--- config.mk ---
export PLATFORM = sky130hd
export DESIGN_NAME = spi_status_slave
export DESIGN_NICKNAME = d
export VERILOG_FILES = /design/src/rtl/spi_stat_pkg.sv /design/src/rtl/spi_in_sync.sv /design/src/rtl/spi_frame_shift.sv /design/src/rtl/spi_ctl_regs.sv /design/src/rtl/spi_status_slave.sv
export SDC_FILE = /design/constraint.sdc
export NUM_CORES = 1
export LEC_CHECK = 0
export CAP_MARGIN = 10
export CORE_UTILIZATION = 35
export DETAILED_ROUTE_END_ITERATION = 7
export DONT_BUFFER_PORTS = 1
export HOLD_SLACK_MARGIN = 0.05
export PLACE_DENSITY = 0.49
export SYNTH_ARGS = -nofsm -noshare
export SYNTH_HDL_FRONTEND = slang
export SYNTH_SLANG_ARGS = --single-unit
--- constraint.sdc ---
create_clock -name clk -period 2.1 [get_ports clk]
set_input_delay 0.315 -clock clk [delete_from_list [all_inputs] [get_ports clk]]
set_output_delay 0.315 -clock clk [all_outputs]
set_load 0.1 [all_outputs]
--- src/rtl/spi_stat_pkg.sv ---
package spi_stat_pkg;

    localparam int CMD_W   = 16;
    localparam int REG_W   = 9;
    localparam int CH_W    = 2;
    localparam int NCH     = 1 << CH_W;
    localparam int KIND_W  = 3;
    localparam int ADDR_W  = CH_W + KIND_W;
    localparam int SEL_W   = ADDR_W;

    typedef enum logic [1:0] {
        ST_IDLE,
        ST_FRAME,
        ST_COMMIT,
        ST_DROP
    } fsm_t;

    typedef enum logic [KIND_W-1:0] {
        K_SELECT = 3'd0,
        K_CONF0  = 3'd1,
        K_CONF1  = 3'd2,
        K_OCR    = 3'd3,
        K_PWM    = 3'd4,
        K_GLOBAL = 3'd5,
        K_ECHO   = 3'd6,
        K_CAL    = 3'd7
    } kind_t;

    // Command word: the order of these fields is decoded by the register bank.
    typedef struct packed {
        logic             wd;
        logic [CH_W-1:0]  ch;
        kind_t            kind;
        logic             clr;
        logic [REG_W-1:0] data;
    } cmd_t;

endpackage

--- src/rtl/spi_in_sync.sv ---
module spi_in_sync #(
    parameter int            N       = 3,
    parameter int            STAGES  = 2,
    parameter logic [N-1:0]  RST_VAL = '0
) (
    input  logic         clk,
    input  logic         rst_n,
    input  logic [N-1:0] din,
    output logic [N-1:0] level
);

    for (genvar i = 0; i < N; i++) begin : g_bit
        logic [STAGES-1:0] pipe;

        always_ff @(posedge clk or negedge rst_n) begin
            if (!rst_n) begin
                pipe <= {STAGES{RST_VAL[i]}};
            end else begin
                pipe <= {pipe[STAGES-2:0], din[i]};
            end
        end

        assign level[i] = pipe[STAGES-1];
    end

endmodule

--- src/rtl/spi_frame_shift.sv ---
module spi_frame_shift #(
    parameter int W  = 16,
    localparam int CW = $clog2(W)
) (
    input  logic         clk,
    input  logic         rst_n,
    input  logic         load,
    input  logic [W-1:0] load_word,
    input  logic         shift,
    input  logic         si_bit,
    output logic [W-1:0] word,
    output logic         len_ok
);

    logic [W-1:0]  sh_q;
    logic [CW-1:0] cnt_q;
    logic          seen_q;

    // The count wraps at W, so only the remainder and a seen-edge flag are kept.
    always_ff @(posedge clk or negedge rst_n) begin
        if (!rst_n) begin
            sh_q   <= '0;
            cnt_q  <= '0;
            seen_q <= 1'b0;
        end else if (load) begin
            sh_q   <= load_word;
            cnt_q  <= '0;
            seen_q <= 1'b0;
        end else if (shift) begin
            sh_q   <= {sh_q[W-2:0], si_bit};
            cnt_q  <= cnt_q + 1'b1;
            seen_q <= 1'b1;
        end
    end

    assign word   = sh_q;
    assign len_ok = seen_q && (cnt_q == '0);

endmodule

--- src/rtl/spi_ctl_regs.sv ---
module spi_ctl_regs
    import spi_stat_pkg::*;
(
    input  logic                 clk,
    input  logic                 rst_n,
    input  logic                 commit,
    input  logic [CMD_W-1:0]     cmd,
    input  logic                 track_fault,
    input  logic [NCH*REG_W-1:0] fault_in,
    input  logic                 mode_normal,
    output logic [CMD_W-1:0]     status_word,
    output logic [NCH*REG_W-1:0] ch_conf0,
    output logic [NCH*REG_W-1:0] ch_conf1,
    output logic [NCH*REG_W-1:0] ch_ocr,
    output logic [NCH*REG_W-1:0] ch_pwm,
    output logic [REG_W-1:0]     glb_cfg,
    output logic [REG_W-1:0]     cal_trim,
    output logic                 wd_last
);

    cmd_t               c;
    logic [SEL_W-1:0]   sel_q;
    logic [ADDR_W-1:0]  addr_q;
    logic [NCH*REG_W-1:0] fault_q;
    logic [REG_W-1:0]   payload;
    logic [CH_W-1:0]    rd_ch;
    logic [CH_W-1:0]    clr_ch;

    assign c      = cmd_t'(cmd);
    assign rd_ch  = sel_q[SEL_W-1:KIND_W];
    assign clr_ch = c.data[SEL_W-1:KIND_W];

    // Per-channel storage
    for (genvar i = 0; i < NCH; i++) begin : g_ch
        logic [REG_W-1:0] conf0_q, conf1_q, ocr_q, pwm_q, flt_q;
        logic             hit;

        assign hit = commit && (c.ch == CH_W'(i));

        always_ff @(posedge clk or negedge rst_n) begin
            if (!rst_n) begin
                conf0_q <= '0;
                conf1_q <= '0;
                ocr_q   <= '0;
                pwm_q   <= '0;
            end else if (hit) begin
                unique case (c.kind)
                    K_CONF0: conf0_q <= c.data;
                    K_CONF1: conf1_q <= c.data;
                    K_OCR:   ocr_q   <= c.data;
                    K_PWM:   pwm_q   <= c.data;
                    default: ;
                endcase
            end
        end

        always_ff @(posedge clk or negedge rst_n) begin
            if (!rst_n) begin
                flt_q <= '0;
            end else if (commit && c.kind == K_SELECT && c.clr && clr_ch == CH_W'(i)) begin
                flt_q <= '0;
            end else if (track_fault) begin
                flt_q <= flt_q | fault_in[i*REG_W +: REG_W];
            end
        end

        assign ch_conf0[i*REG_W +: REG_W] = conf0_q;
        assign ch_conf1[i*REG_W +: REG_W] = conf1_q;
        assign ch_ocr[i*REG_W +: REG_W]   = ocr_q;
        assign ch_pwm[i*REG_W +: REG_W]   = pwm_q;
        assign fault_q[i*REG_W +: REG_W]  = flt_q;
    end

    // Global storage and the record of the last accepted command
    always_ff @(posedge clk or negedge rst_n) begin
        if (!rst_n) begin
            sel_q    <= '0;
            addr_q   <= '0;
            wd_last  <= 1'b0;
            glb_cfg  <= '0;
            cal_trim <= '0;
        end else if (commit) begin
            wd_last <= c.wd;
            addr_q  <= {c.ch, c.kind};
            unique case (c.kind)
                K_SELECT: sel_q    <= c.data[SEL_W-1:0];
                K_GLOBAL: glb_cfg  <= c.data;
                K_CAL:    cal_trim <= c.data;
                default: ;
            endcase
        end
    end

    // Readback multiplexer
    always_comb begin
        unique case (kind_t'(sel_q[KIND_W-1:0]))
            K_SELECT: payload = fault_q[int'(rd_ch)*REG_W +: REG_W];
            K_CONF0:  payload = ch_conf0[int'(rd_ch)*REG_W +: REG_W];
            K_CONF1:  payload = ch_conf1[int'(rd_ch)*REG_W +: REG_W];
            K_OCR:    payload = ch_ocr[int'(rd_ch)*REG_W +: REG_W];
            K_PWM:    payload = ch_pwm[int'(rd_ch)*REG_W +: REG_W];
            K_GLOBAL: payload = glb_cfg;
            K_ECHO:   payload = REG_W'(sel_q);
            K_CAL:    payload = cal_trim;
        endcase
    end

    assign status_word = {wd_last, addr_q, mode_normal, payload};

endmodule

--- src/rtl/spi_status_slave.sv ---
module spi_status_slave
    import spi_stat_pkg::*;
#(
    parameter int SYNC_STAGES = 2
) (
    input  logic                 clk,
    input  logic                 rst_n,
    input  logic                 spi_sclk,
    input  logic                 spi_cs_n,
    input  logic                 spi_si,
    output logic                 spi_so,
    output logic                 spi_so_oe,
    input  logic                 mode_normal,
    input  logic [NCH*REG_W-1:0] fault_in,
    output logic [NCH*REG_W-1:0] ch_conf0,
    output logic [NCH*REG_W-1:0] ch_conf1,
    output logic [NCH*REG_W-1:0] ch_ocr,
    output logic [NCH*REG_W-1:0] ch_pwm,
    output logic [REG_W-1:0]     glb_cfg,
    output logic [REG_W-1:0]     cal_trim,
    output logic                 wd_last
);

    fsm_t             state_q, state_d;
    logic [2:0]       lvl;
    logic             sclk_prev, cs_prev;
    logic             sclk_rise, cs_fall, cs_rise;
    logic             load, shift, commit, track_fault;
    logic [CMD_W-1:0] status_word, frame_word;
    logic             len_ok;
    logic             so_oe_q;

    spi_in_sync #(
        .N       (3),
        .STAGES  (SYNC_STAGES),
        .RST_VAL (3'b010)
    ) u_sync (
        .clk   (clk),
        .rst_n (rst_n),
        .din   ({spi_si, spi_cs_n, spi_sclk}),
        .level (lvl)
    );

    always_ff @(posedge clk or negedge rst_n) begin
        if (!rst_n) begin
            sclk_prev <= 1'b0;
            cs_prev   <= 1'b1;
        end else begin
            sclk_prev <= lvl[0];
            cs_prev   <= lvl[1];
        end
    end

    assign sclk_rise = lvl[0] && !sclk_prev;
    assign cs_fall   = !lvl[1] && cs_prev;
    assign cs_rise   = lvl[1] && !cs_prev;

    // State register
    always_ff @(posedge clk or negedge rst_n) begin
        if (!rst_n) state_q <= ST_IDLE;
        else        state_q <= state_d;
    end

    // Transitions
    always_comb begin
        state_d = state_q;
        unique case (state_q)
            ST_IDLE:   if (cs_fall) state_d = ST_FRAME;
            ST_FRAME:  if (cs_rise) state_d = len_ok ? ST_COMMIT : ST_DROP;
            ST_COMMIT: state_d = ST_IDLE;
            ST_DROP:   state_d = ST_IDLE;
        endcase
    end

    // Outputs
    always_ff @(posedge clk or negedge rst_n) begin
        if (!rst_n) so_oe_q <= 1'b0;
        else        so_oe_q <= (state_d == ST_FRAME);
    end

    assign load        = (state_q == ST_IDLE) && cs_fall;
    assign shift       = (state_q == ST_FRAME) && sclk_rise;
    assign commit      = (state_q == ST_COMMIT);
    assign track_fault = (state_q == ST_IDLE);
    assign spi_so_oe   = so_oe_q;
    assign spi_so      = so_oe_q && frame_word[CMD_W-1];

    spi_frame_shift #(
        .W (CMD_W)
    ) u_shift (
        .clk       (clk),
        .rst_n     (rst_n),
        .load      (load),
        .load_word (status_word),
        .shift     (shift),
        .si_bit    (lvl[2]),
        .word      (frame_word),
        .len_ok    (len_ok)
    );

    spi_ctl_regs u_regs (
        .clk         (clk),
        .rst_n       (rst_n),
        .commit      (commit),
        .cmd         (frame_word),
        .track_fault (track_fault),
        .fault_in    (fault_in),
        .mode_normal (mode_normal),
        .status_word (status_word),
        .ch_conf0    (ch_conf0),
        .ch_conf1    (ch_conf1),
        .ch_ocr      (ch_ocr),
        .ch_pwm      (ch_pwm),
        .glb_cfg     (glb_cfg),
        .cal_trim    (cal_trim),
        .wd_last     (wd_last)
    );

endmodule

### Yosys cells after proc, flatten, opt, wreduce, memory -nomap -nowiden

Cells that the tools add are included.

| storage, ports and cells | value |
|---|---|
| bits in registers | 241 |
| bits in latches | 0 |
| memory bits (writable) | 0 |
| bits in read-only memories | 0 |
| logic and storage cells | 139 |
| memories kept | 0 |

| operators by class | value |
|---|---|
| add/subtract/negate cells | 1 |
| multipliers | 1 |
| div/mod/pow operators | 0 |
| magnitude comparators | 0 |
| equality and inequality tests | 23 |
| shifts and indexed selects | 5 |
| muxes and demuxes | 19 |
| bitwise operators | 4 |
| reduce and logical (&&, ||, !) cells | 51 |

Operators by type and width:

| operator | number |
|---|---|
| indexed part select 36 x 32 -> 9 bit | 5 |
| 2-to-1 mux 9 bit | 8 |
| case mux 9 bit (8 select lines) | 1 |
| AND reduction 2 bit | 19 |
| bitwise OR 9 bit | 4 |
| 2-to-1 mux 16 bit | 2 |
| equality test 3 bit (second input constant) | 7 |
| logical AND 1 bit | 17 |
| equality test 2 bit (second input constant) | 6 |
| equality test 3 x 2 -> 1 bit (second input constant) | 4 |
| nonzero test 2 bit | 5 |
| equality test 2 x 1 -> 1 bit (second input constant) | 4 |
| 2-to-1 mux 4 bit | 2 |
| equality test 3 x 1 -> 1 bit (second input constant) | 2 |
| zero test 2 bit | 3 |
| zero test 3 bit | 2 |
| multiplier 2 x 4 -> 6 bit (second input constant) | 1 |
| case mux 2 bit (3 select lines) | 1 |
| adder 4 x 1 -> 4 bit (second input constant) | 1 |
| zero test 4 bit | 1 |
| 2-to-1 mux 2 bit | 2 |
| zero test 1 bit | 3 |
| 2-to-1 mux 1 bit | 3 |
| OR reduction 2 bit | 1 |

### Longest topological paths before layout

Gate-level depths: netlist of run 1.

| logic depth | value |
|---|---|
| word-level depth | 6 |
| mapped depth | 9 |

### By module

A second synthesis of run 1 with hierarchy kept.

| second synthesis, totals | value |
|---|---|
| cells, all modules | 974 |
| area total of the unflattened synthesis | 11378.4 µm² |

Modules (own cells, without submodules):

| module | instances | cells each | area an instance (µm²) |
|---|---|---|---|
| spi_ctl_regs | 1 | 853 | 9943.3 |
| spi_frame_shift | 1 | 94 | 1048.5 |
| spi_status_slave | 1 | 18 | 211.5 |
| spi_in_sync | 1 | 9 | 175.2 |

### Worst setup path before layout of run 1

OpenSTA, ideal clock, no wires.

| timing | value |
|---|---|
| path kind | register -> output |
| start point | register so_oe_q, in the netlist spi_so_oe |
| end point | output port spi_so |
| arrival time | 1762 ps |
| data required time | 1785 ps |
| slack | 23 ps |
| cell stages (with the launch flop) | 2 |
| buffers on the path | 0 |
| cells stage by stage | dfrtp_1 > and2_1 |

| on the way | value |
|---|---|
| word-level cells in the longest chain between the ends | 1 |

Ends and longest elaborated chain:

| element | RTL line | source |
|---|---|---|
| start: declaration | spi_status_slave.sv:31 | `logic so_oe_q;` |
| start signal: assignment | spi_status_slave.sv:78 | `else so_oe_q <= (state_d == ST_FRAME);` |
| logical AND 1 bit | spi_status_slave.sv:86 | `assign spi_so = so_oe_q && frame_word[CMD_W-1];` |
| end: declaration | spi_status_slave.sv:11 | `output logic spi_so,` |

Every way passes these cells.

### Final worst setup path of run 1

| timing | value |
|---|---|
| start point | register u_regs.sel_q[0] |
| end point | register u_shift.sh_q[6], in the netlist u_shift.word[6] |

| on the way | value |
|---|---|
| word-level cells in the longest chain between the ends | 3 |

Ends and longest elaborated chain:

| element | RTL line | source |
|---|---|---|
| start: declaration | spi_ctl_regs.sv:22 | `logic [SEL_W-1:0] sel_q;` |
| start signal: assignment | spi_ctl_regs.sv:86 | `K_SELECT: sel_q <= c.data[SEL_W-1:0];` |
| equality test 3 bit, or another cell as far along | spi_ctl_regs.sv:96 | `unique case (kind_t'(sel_q[KIND_W-1:0]))` |
| case mux 9 bit (8 select lines) (*) | spi_ctl_regs.sv:96 |  |
| 2-to-1 mux 16 bit (*) | spi_frame_shift.sv:25 | `end else if (load) begin` |
| end signal: assignment | spi_frame_shift.sv:26 | `sh_q <= load_word;` |
| end signal: assignment | spi_frame_shift.sv:30 | `sh_q <= {sh_q[W-2:0], si_bit};` |
| end: declaration | spi_frame_shift.sv:15 | `logic [W-1:0] sh_q;` |

Every way passes the cells marked *; elsewhere a longest branch is shown, timed or not.
A chain may end at the register's enable or synchronous reset.

==> flow_summary.ini, run 1 <==
[pwr]
p_per_area_nw_per_um2 = 1410
leakage_nw = 7.05
irDropWorstVdd_mv = 0.929

[sta]
fin_worst_skew_ps = 20.5
timing.final.ws_setup_ps = 7.52
setup_viol = 0
final.min_clock_period_ps = 2090
timing.hold.ws_ps = -516
final-hold-violation-count = 241
fmax_mhz = 478
setup_tns_ps = 0
post-route-period-util_pct = 99.6
tightest_slew_ps = 935
final-max-slew-violation-count = 0
relSlewSlack_pct = 37.6
grt_setup_unrepaired = true

[yosys]
synth_seq_cells = 241
synth_area_leader_cell = dfrtp_1
syn_avg_cell_area_sq_um = 11.7
synth.area.top_cells = dfrtp_1 (54%), mux2_2 (17%), mux2i_1 (3.0%), a21oi_1 (2.9%), nand2_1 (2.5%)
synth_nets = 992
syn-cell-area_sq_um = 11100
synth_edf_count = 0
synth_seq_area_share_pct = 54.5
netlist.area_leader.share_pct = 53.8
synth-main-ff-cell = dfrtp_1
netlist_instances = 948
synth_cell_types = 66
async_reset_ff_share_pct = 100
ys_warn_count = 0

[floorplan]
row_count = 64
core_sq_um = 30800
die_h_um = 180
die_w_um = 180
die_area_sq_um = 32400
num_io_pins = 207
initial_core_util_pct = 35.9

[worst_setup_path]
critical-path-max-stage-delay_ps = 440
worst-path-buf-inv = 2
critical_path.startpoint_type = flip-flop
critical_path_arrival_ps = 2580
cp_max_fo = 7
cpMaxStageDelayCell = dfrtp_1
cp-end-kind = flip-flop
critPathKind = flip-flop to flip-flop
path_delay_family = compound AO/OA/AOI/OAI gates
critPathRequiredTime_ps = 2580
crit_chain = buf_4, nand2b_1, buf_4, o22ai_1, a221o_1, o22ai_1, a2111oi_2, a21oi_1

[clocking]
clock_sinks = 241
cts_tree = done
clk_path_buf_depth = 3
cts_made_buffers = 28
htree_levels = 1
cts-root-buf = clkbuf_16
cts_hold_buf = 40
clkTransAtPathRegs_ps = 60
clk_latency_ps = 560

[routing]
route.detailed.drc = 10
drt_first_pass_iters = 7
wirelength_mm = 39.6
vias_per_cell = 5.40
via_count = 8684
drt_first_iter_violations = 776
ant_nets = 0
wl_per_cell_um = 24.7

[global_routing]
grt_pass1_wl_mm = 59.1
grt_max_degree = 242
grt_use_total_pct = 24.5
grt_overflow = 0
grt_pass1_vias = 8603
antenna_found_initial = 0

[flow_run]
maxCapViolCount = 0

[finish]
drive_above_1_share_pct = 41.5
syn2layout_area_growth_pct = 32.5
layout_common_cells = buf_4 (240), dfrtp_1 (236), mux2_2 (171), nand2_1 (73), nor2_1 (69)
n_fill_cell = 2845
fin_area_sq_um = 14700
final_core_util_pct = 47.6
layout_commonest_cell = buf_4
insertedDiodeCount = 0
fin_nets = 1233

[worst_hold_path]
min_path_type = input pin to asynchronous set/reset pin

[placement]
io_buffers = 0
place_congestion = 0.898
post-dp-hpwl_mm = 28.6
dpl_worst_slack_ps = -111
placed_area_sq_um = 13200

[run_status]
outcome = finished with violations
violations = design-rule violations, negative hold slack
==> through the flow <==
stage	power, W	cells
after global placement	0.0151	1515
final	0.0207	1607
after floorplan	0.0120	948
after CTS	0.0206	1607
after detailed placement	0.0151	1515
after global routing	0.0215	1607
==> logic make-up after synthesis <==
family	count (synthesis)	share of synthesized area (%)
adders and majority gates	2	0.226
buffers and inverters	83	3.38
and+or+nand+nor	200	8.50
AOI/OAI and AO/OA	212	12.4
DFF	241	54.5
xor gates and xnor gates	3	0.237
muxes	207	20.8
==> worst reg2reg max path: cells and delay by family, from the launching register on <==
family	cells	cell delay, ps
buf+inv	2	380
simple gates	1	100
compound gates	5	1120
flops	1	440
==> worst paths after layout <==
path	startpoint	endpoint	slack, ps	cells past startpoint
max	u_regs.sel_q[0]$_DFFE_PN0N_	u_shift.word[6]$_DFFE_PN0P_	8	8
min	rst_n	u_regs.cal_trim[4]$_DFFE_PN0P_	-520	0
max reg2reg	u_regs.sel_q[0]$_DFFE_PN0N_	u_shift.word[6]$_DFFE_PN0P_	8	8
min reg2reg	u_sync.g_bit[0].pipe[0]$_DFF_PN0_	u_sync.g_bit[0].pipe[1]$_DFF_PN0_	350	0
max in group asynchronous	rst_n	u_regs.g_ch[3].conf0_q[6]$_DFFE_PN0P_	1980	0
min in group clk	spi_cs_n	u_sync.g_bit[1].pipe[0]$_DFF_PN1_	330	1
==> where the power goes <==
group	total (W)	switching (W)	internal (W)
Combinational	0.00910	0.00620	0.00290
Clock	0.00533	0.00199	0.00334
Sequential	0.00625	0.000934	0.00531
==> area by class of cell <==
class,instances,area (sq um),area share [%]
sequential,241,6040,41.1
timing repair buffer,288,2350,16.0
clock inverter,12,199,1.36
clock buffer,40,826,5.63
multi-input combinational,624,4740,32.3
inverter,6,26.3,0.179
tap,396,495,3.38
==> Yosys cell counts (all sizes together) (3+ instances only) <==
| master | n |
|---|---|
| and2 | 6 |
| a221o | 3 |
| buf | 29 |
| nor4 | 3 |
| nand2b | 6 |
| o22a | 3 |
| nor3 | 9 |
| a22oi | 8 |
| a31oi | 5 |
| o32ai | 6 |
| nor2 | 71 |
| o21a | 6 |
| o22ai | 31 |
| nor2b | 6 |
| dfstp | 3 |
| inv | 5 |
| o2bb2ai | 3 |
| a2bb2oi | 4 |
| mux2 | 173 |
| a21oi | 65 |
| nand2 | 77 |
| dfrtp | 238 |
| mux2i | 33 |
| a221oi | 4 |
| o21ai | 33 |
| o221ai | 11 |
| nor3b | 6 |
| a2111oi | 3 |
| a211oi | 10 |
| clkbuf | 48 |
==> sequential cells by signal, summed over array words and instances (netlist names) <==
signal,flops
spi_so_oe,1
u_shift.seen_q,1
u_regs.addr_q,5
u_regs.g_ch.flt_q,36
u_regs.sel_q,5
u_regs.glb_cfg,9
u_sync.g_bit.pipe,6
u_shift.cnt_q,4
u_regs.wd_last,1
u_regs.cal_trim,9
cs_prev,1
state_q,2
u_regs.g_ch.ocr_q,36
u_regs.g_ch.pwm_q,36
u_regs.g_ch.conf1_q,36
sclk_prev,1
u_shift.word,16
u_regs.g_ch.conf0_q,36
==> layer usage <==
metal / wire length [um] / global-route usage (%) / vias up / share of wire [%]
met3: 3180 / 5.35 / 53 / 8.0
met1: 17800 / 34.7 / 4388 / 45
met2: 17900 / 38.3 / 300 / 45
li1: - / - / 3943 / -
met5: 0 / 0 / - / 0
met4: 816 / 5.24 / 0 / 2.1
==> timing repair <==
item	4_1_cts	5_1_grt
endpoints found under the hold margin	281	241
resized for setup	4	10
setup endpoints to repair	3	9
setup buffers	0	0
gates cloned	0	0
Note: power is estimated with default switching activity, not from simulation.
==> run 2, diff against run 1 <==
--- a/config.mk
+++ b/config.mk
@@ -7,6 +7,7 @@
 export LEC_CHECK = 0
 export CAP_MARGIN = 10
 export CORE_UTILIZATION = 35
+export CTS_BUF_LIST = sky130_fd_sc_hd__clkbuf_2
 export DETAILED_ROUTE_END_ITERATION = 7
 export DONT_BUFFER_PORTS = 1
 export HOLD_SLACK_MARGIN = 0.05
==> flow_summary.ini, run 2 (synthesized netlist as in run 1, its figures left out) <==
[clocking]
cts_hold_buf = 43
cts_setup_buffers = 0
cts_tree = done
clk_latency_ps = 880
cts_made_buffers = 69
clk_path_buf_depth = 3
cts-root-buf = clkbuf_2
clock_sinks = 241
clkTransAtPathRegs_ps = 110
htree_levels = 3

[floorplan]
initial_core_util_pct = 35.9
core_sq_um = 30800
die_h_um = 180
die_w_um = 180
die_area_sq_um = 32400
num_io_pins = 207
row_count = 64

[global_routing]
grt_pass1_wl_mm = 60.1
grt_pass1_vias = 8979
grt_use_total_pct = 25.1
grt_overflow = 0
grt_max_degree = 242
antenna_found_initial = 1

[routing]
ant_nets = 0
drt_first_pass_iters = 7
wirelength_mm = 40.2
route.detailed.drc = 10
drt_first_iter_violations = 807
via_count = 8985
wl_per_cell_um = 24.1
vias_per_cell = 5.39

[worst_setup_path]
critical_path_arrival_ps = 2790
critical-path-max-stage-delay_ps = 570
reg2reg_to = u_shift.word[4]$_DFFE_PN0P_
critical_path_depth = 5
critPathKind = flip-flop to flip-flop
regToRegSetupSlack_ps = 10
cp-end-kind = flip-flop
cp_max_fo = 20
reg2reg_depth = 5
critPathRequiredTime_ps = 2800
crit_chain = or3b_4, o2bb2ai_1, o221ai_1, a311oi_2, o22ai_1
cpMaxStageDelayCell = or3b_4
worst-path-buf-inv = 0
rr_startpoint = u_regs.sel_q[1]$_DFFE_PN0N_
critical_path.startpoint_type = flip-flop
path_delay_family = compound AO/OA/AOI/OAI gates

[finish]
drive_above_1_share_pct = 43.9
multi_input_area_sq_um = 4740
fin_area_sq_um = 14300
finalNonFillerCells = 1667
syn2layout_area_growth_pct = 28.9
fin_nets = 1277
n_fill_cell = 2947
layout_commonest_cell = buf_4
regArea_sq_um = 6040
layout_common_cells = buf_4 (240), dfrtp_1 (236), mux2_2 (171), clkbuf_2 (98), nand2_1 (73)

[sta]
tightest_slew_ps = 938
fmax_mhz = 478
grt_setup_unrepaired = true
final.min_clock_period_ps = 2090
final-max-slew-violation-count = 0
fin_worst_skew_ps = 105
final-hold-violation-count = 241
relSlewSlack_pct = 37.5
post-route-period-util_pct = 99.5
timing.hold.ws_ps = -820
setup_viol = 0

[placement]
io_buffers = 0
post-dp-hpwl_mm = 28.6
place_congestion = 0.898
place_inst = 1515
placed_area_sq_um = 13200

[pwr]
finalPower_w = 0.0188
leakage_nw = 7.01
p_per_area_nw_per_um2 = 1320
irDropWorstVdd_mv = 0.557

[flow_run]
maxCapViolCount = 0

[run_status]
outcome = finished with violations
violations = design-rule violations, negative hold slack

[worst_hold_path]
min_path_type = input pin to asynchronous set/reset pin
## run 2: stage by stage
step	setup slack [ps]	utilization, %	setup TNS, ps
final	10.0	46.3	0
after global routing	-67.2	46.3	-235
after CTS	19.9	46.1	0
after detailed placement	-111	42.8	-131
after global placement	-29.3	42.8	-29.3
after floorplan	23.5	-	0
## run 2: repair_timing
action,CTS,global route
hold endpoints to repair,281,241
gates resized for setup,4,11
setup endpoints to repair,3,25
## run 2: how the worst max path moves through the flow
stage / from / end / slack (ps)
finish: u_regs.sel_q[1]$_DFFE_PN0N_ / u_shift.word[4]$_DFFE_PN0P_ / 10
global route: u_regs.sel_q[1]$_DFFE_PN0N_ / u_shift.word[6]$_DFFE_PN0P_ / -70
CTS: u_regs.sel_q[1]$_DFFE_PN0N_ / u_shift.word[6]$_DFFE_PN0P_ / 20
floorplan: spi_so_oe$_DFF_PN0_ / spi_so / 20
global placement: u_regs.sel_q[2]$_DFFE_PN0N_ / u_shift.word[4]$_DFFE_PN0P_ / -30
detailed placement: u_regs.sel_q[2]$_DFFE_PN0N_ / u_shift.word[4]$_DFFE_PN0P_ / -110
## run 2: area by class of cell
class | instances | share of cell area, %
sequential | 241 | 42.3
multi-input combinational | 624 | 33.2
timing repair buffer | 291 | 16.7
tap | 396 | 3.47
clock buffer | 98 | 3.44
clock inverter | 10 | 0.649
inverter | 6 | 0.184
antenna | 1 | 0.0175
## run 2: where the power goes
| part | total [W] | internal [W] | switching, W |
|---|---|---|---|
| Sequential | 0.00624 | 0.00530 | 0.000935 |
| Combinational | 0.00912 | 0.00291 | 0.00621 |
| Clock | 0.00343 | 0.00146 | 0.00197 |
| Total | 0.0188 | 0.00967 | 0.00911 |
## run 2: metal layers
metal  track usage, %  share of wire (%)
met1             34.6                 44
met3             6.48                8.8
met5                0                  0
met2             38.3                 46
met4             8.28                2.1
==> run 3, diff against run 2 <==
--- a/config.mk
+++ b/config.mk
@@ -5,12 +5,12 @@
 export SDC_FILE = /design/constraint.sdc
 export NUM_CORES = 1
 export LEC_CHECK = 0
+export ABC_CLOCK_PERIOD_IN_PS = 2100
 export CAP_MARGIN = 10
 export CORE_UTILIZATION = 35
 export CTS_BUF_LIST = sky130_fd_sc_hd__clkbuf_2
 export DETAILED_ROUTE_END_ITERATION = 7
 export DONT_BUFFER_PORTS = 1
-export HOLD_SLACK_MARGIN = 0.05
 export PLACE_DENSITY = 0.49
 export SYNTH_ARGS = -nofsm -noshare
 export SYNTH_HDL_FRONTEND = slang
==> flow_summary.ini, run 3 (synthesized netlist as in run 1, its figures left out) <==
[sta]
final.min_clock_period_ps = 2100
setup_tns_ps = -0.133
grt_setup_unrepaired = true
fmax_mhz = 476
final-hold-violation-count = 241
post-route-period-util_pct = 100
timing.final.ws_setup_ps = -0.133
fin_worst_skew_ps = 116
relSlewSlack_pct = 36.8
timing.hold.ws_ps = -779
setup_viol = 1
final-max-slew-violation-count = 0
tightest_slew_ps = 949

[worst_hold_path]
min_path_type = input pin to asynchronous set/reset pin

[floorplan]
die_w_um = 180
row_count = 64
num_io_pins = 207
die_area_sq_um = 32400
core_sq_um = 30800
die_h_um = 180
initial_core_util_pct = 35.9

[placement]
place_congestion = 0.898
post-dp-hpwl_mm = 28.6
io_buffers = 0

[routing]
vias_per_cell = 5.40
drt_first_iter_violations = 844
wirelength_mm = 40.2
route.detailed.drc = 10
ant_nets = 0
wl_per_cell_um = 24.1
via_count = 8996
drt_first_pass_iters = 7

[worst_setup_path]
critPathKind = flip-flop to flip-flop
critical_path_arrival_ps = 2810
cp-end-kind = flip-flop
critical_path.startpoint_type = flip-flop
cp_max_fo = 20
critPathRequiredTime_ps = 2810

[flow_run]
maxCapViolCount = 0

[finish]
layout_commonest_cell = buf_4
fin_nets = 1275
syn2layout_area_growth_pct = 28.7
drive_above_1_share_pct = 43.9
layout_common_cells = buf_4 (240), dfrtp_1 (236), mux2_2 (171), clkbuf_2 (98), nand2_1 (73)
n_fill_cell = 2952

[global_routing]
grt_most_used_layer = met2
grt_overflow = 0
grt_max_degree = 242
met2_usage_pct = 38.3
grt_use_total_pct = 25.1
antenna_found_initial = 1
grt_pass1_vias = 8967
met3_usage_pct = 6.48
use_met1_pct = 34.6
grt_pass1_wl_mm = 60.0

[pwr]
p_per_area_nw_per_um2 = 1320
irDropWorstVdd_mv = 0.559
power_switching_w = 0.00912
pwr-share-comb_pct = 48.6
p_seq_share_pct = 33.2
leakage_nw = 7.00
intPower_w = 0.00967
pwr-share-clk_pct = 18.3
switching_share_pct = 48.5

[run_status]
violations = design-rule violations, negative hold slack, negative setup slack
outcome = finished with violations

[clocking]
cts_hold_buf = 41
cts-root-buf = clkbuf_2
clkTransAtPathRegs_ps = 100
clk_latency_ps = 900
cts_made_buffers = 69
clock_sinks = 241
clk_path_buf_depth = 3
htree_levels = 3
cts_tree = done
==> run 3: cell count changes in the layout (fill, tap and decap cells not counted), sizes merged <==
cell and delta:
dlygate4sd3 -2
==> run 3: layer usage <==
| metal | vias to the layer above | part of all wire (%) |
|---|---|---|
| met5 | - | 0 |
| met4 | 0 | 2.2 |
| met3 | 69 | 8.0 |
| met2 | 363 | 45 |
| met1 | 4512 | 44 |
| li1 | 4052 | - |
==> run 3: cell type report <==
type / count / area, sq um / area share [%]
multi-input combinational: 624 / 4740 / 33.3
tap: 396 / 495 / 3.48
sequential: 241 / 6040 / 42.4
clock buffer: 98 / 490 / 3.44
antenna: 1 / 2.50 / 0.0176
timing repair buffer: 289 / 2360 / 16.6
clock inverter: 10 / 92.6 / 0.650
inverter: 6 / 26.3 / 0.184
==> run 3: worst paths after layout <==
kind                                                    from                                    end  slack, ps  cells after the start
setup / recovery                 u_regs.sel_q[1]$_DFFE_PN0N_            u_shift.word[4]$_DFFE_PN0P_       -0.1                      5
hold / removal                                         rst_n  u_regs.g_ch[3].conf0_q[8]$_DFFE_PN0P_       -780                      0
setup reg to reg                 u_regs.sel_q[1]$_DFFE_PN0N_            u_shift.word[4]$_DFFE_PN0P_       -0.1                      5
hold reg to reg            u_sync.g_bit[0].pipe[0]$_DFF_PN0_      u_sync.g_bit[0].pipe[1]$_DFF_PN0_        360                      0
max in group asynchronous                              rst_n  u_regs.g_ch[1].conf0_q[8]$_DFFE_PN0P_       2180                      0
min in group clk                                      spi_si      u_sync.g_bit[2].pipe[0]$_DFF_PN0_         90                      1
==> run 3: power by group through the flow <==
stage | Clock (W) | Sequential (W) | Combinational [W]
2_1_floorplan | 0 | 0.00801 | 0.00396
3_3_place_gp | 0 | 0.00629 | 0.00882
3_5_place_dp | 0 | 0.00630 | 0.00884
4_1_cts | 0.00356 | 0.00622 | 0.00897
5_1_grt | 0.00382 | 0.00634 | 0.00953
6_report | 0.00343 | 0.00623 | 0.00912
==> run 3: timing repair <==
item,4_1_cts,5_1_grt
resized for setup,4,11
hold endpoints to repair,281,241
endpoints found under the setup margin,3,25
buffers inserted,0,0
==> run 3: worst max-delay path, stage by stage, from the launching register on <==
cell	delay, ps
dfrtp_2	520
or3b_4	570
o2bb2ai_1	190
o221ai_1	150
a311oi_2	340
o22ai_1	130
==> run 3: stage by stage <==
step	cell area [sq um]	setup WS (ps)	utilization, %	cells	total power (W)
2_1_floorplan	11100	23.5	-	948	0.0120
3_3_place_gp	13200	-29.3	42.8	1515	0.0151
3_5_place_dp	13200	-111	42.8	1515	0.0151
4_1_cts	14200	19.9	46.1	1664	0.0187
5_1_grt	14300	-67.2	46.2	1665	0.0197
6_report	14300	-0.133	46.2	1665	0.0188
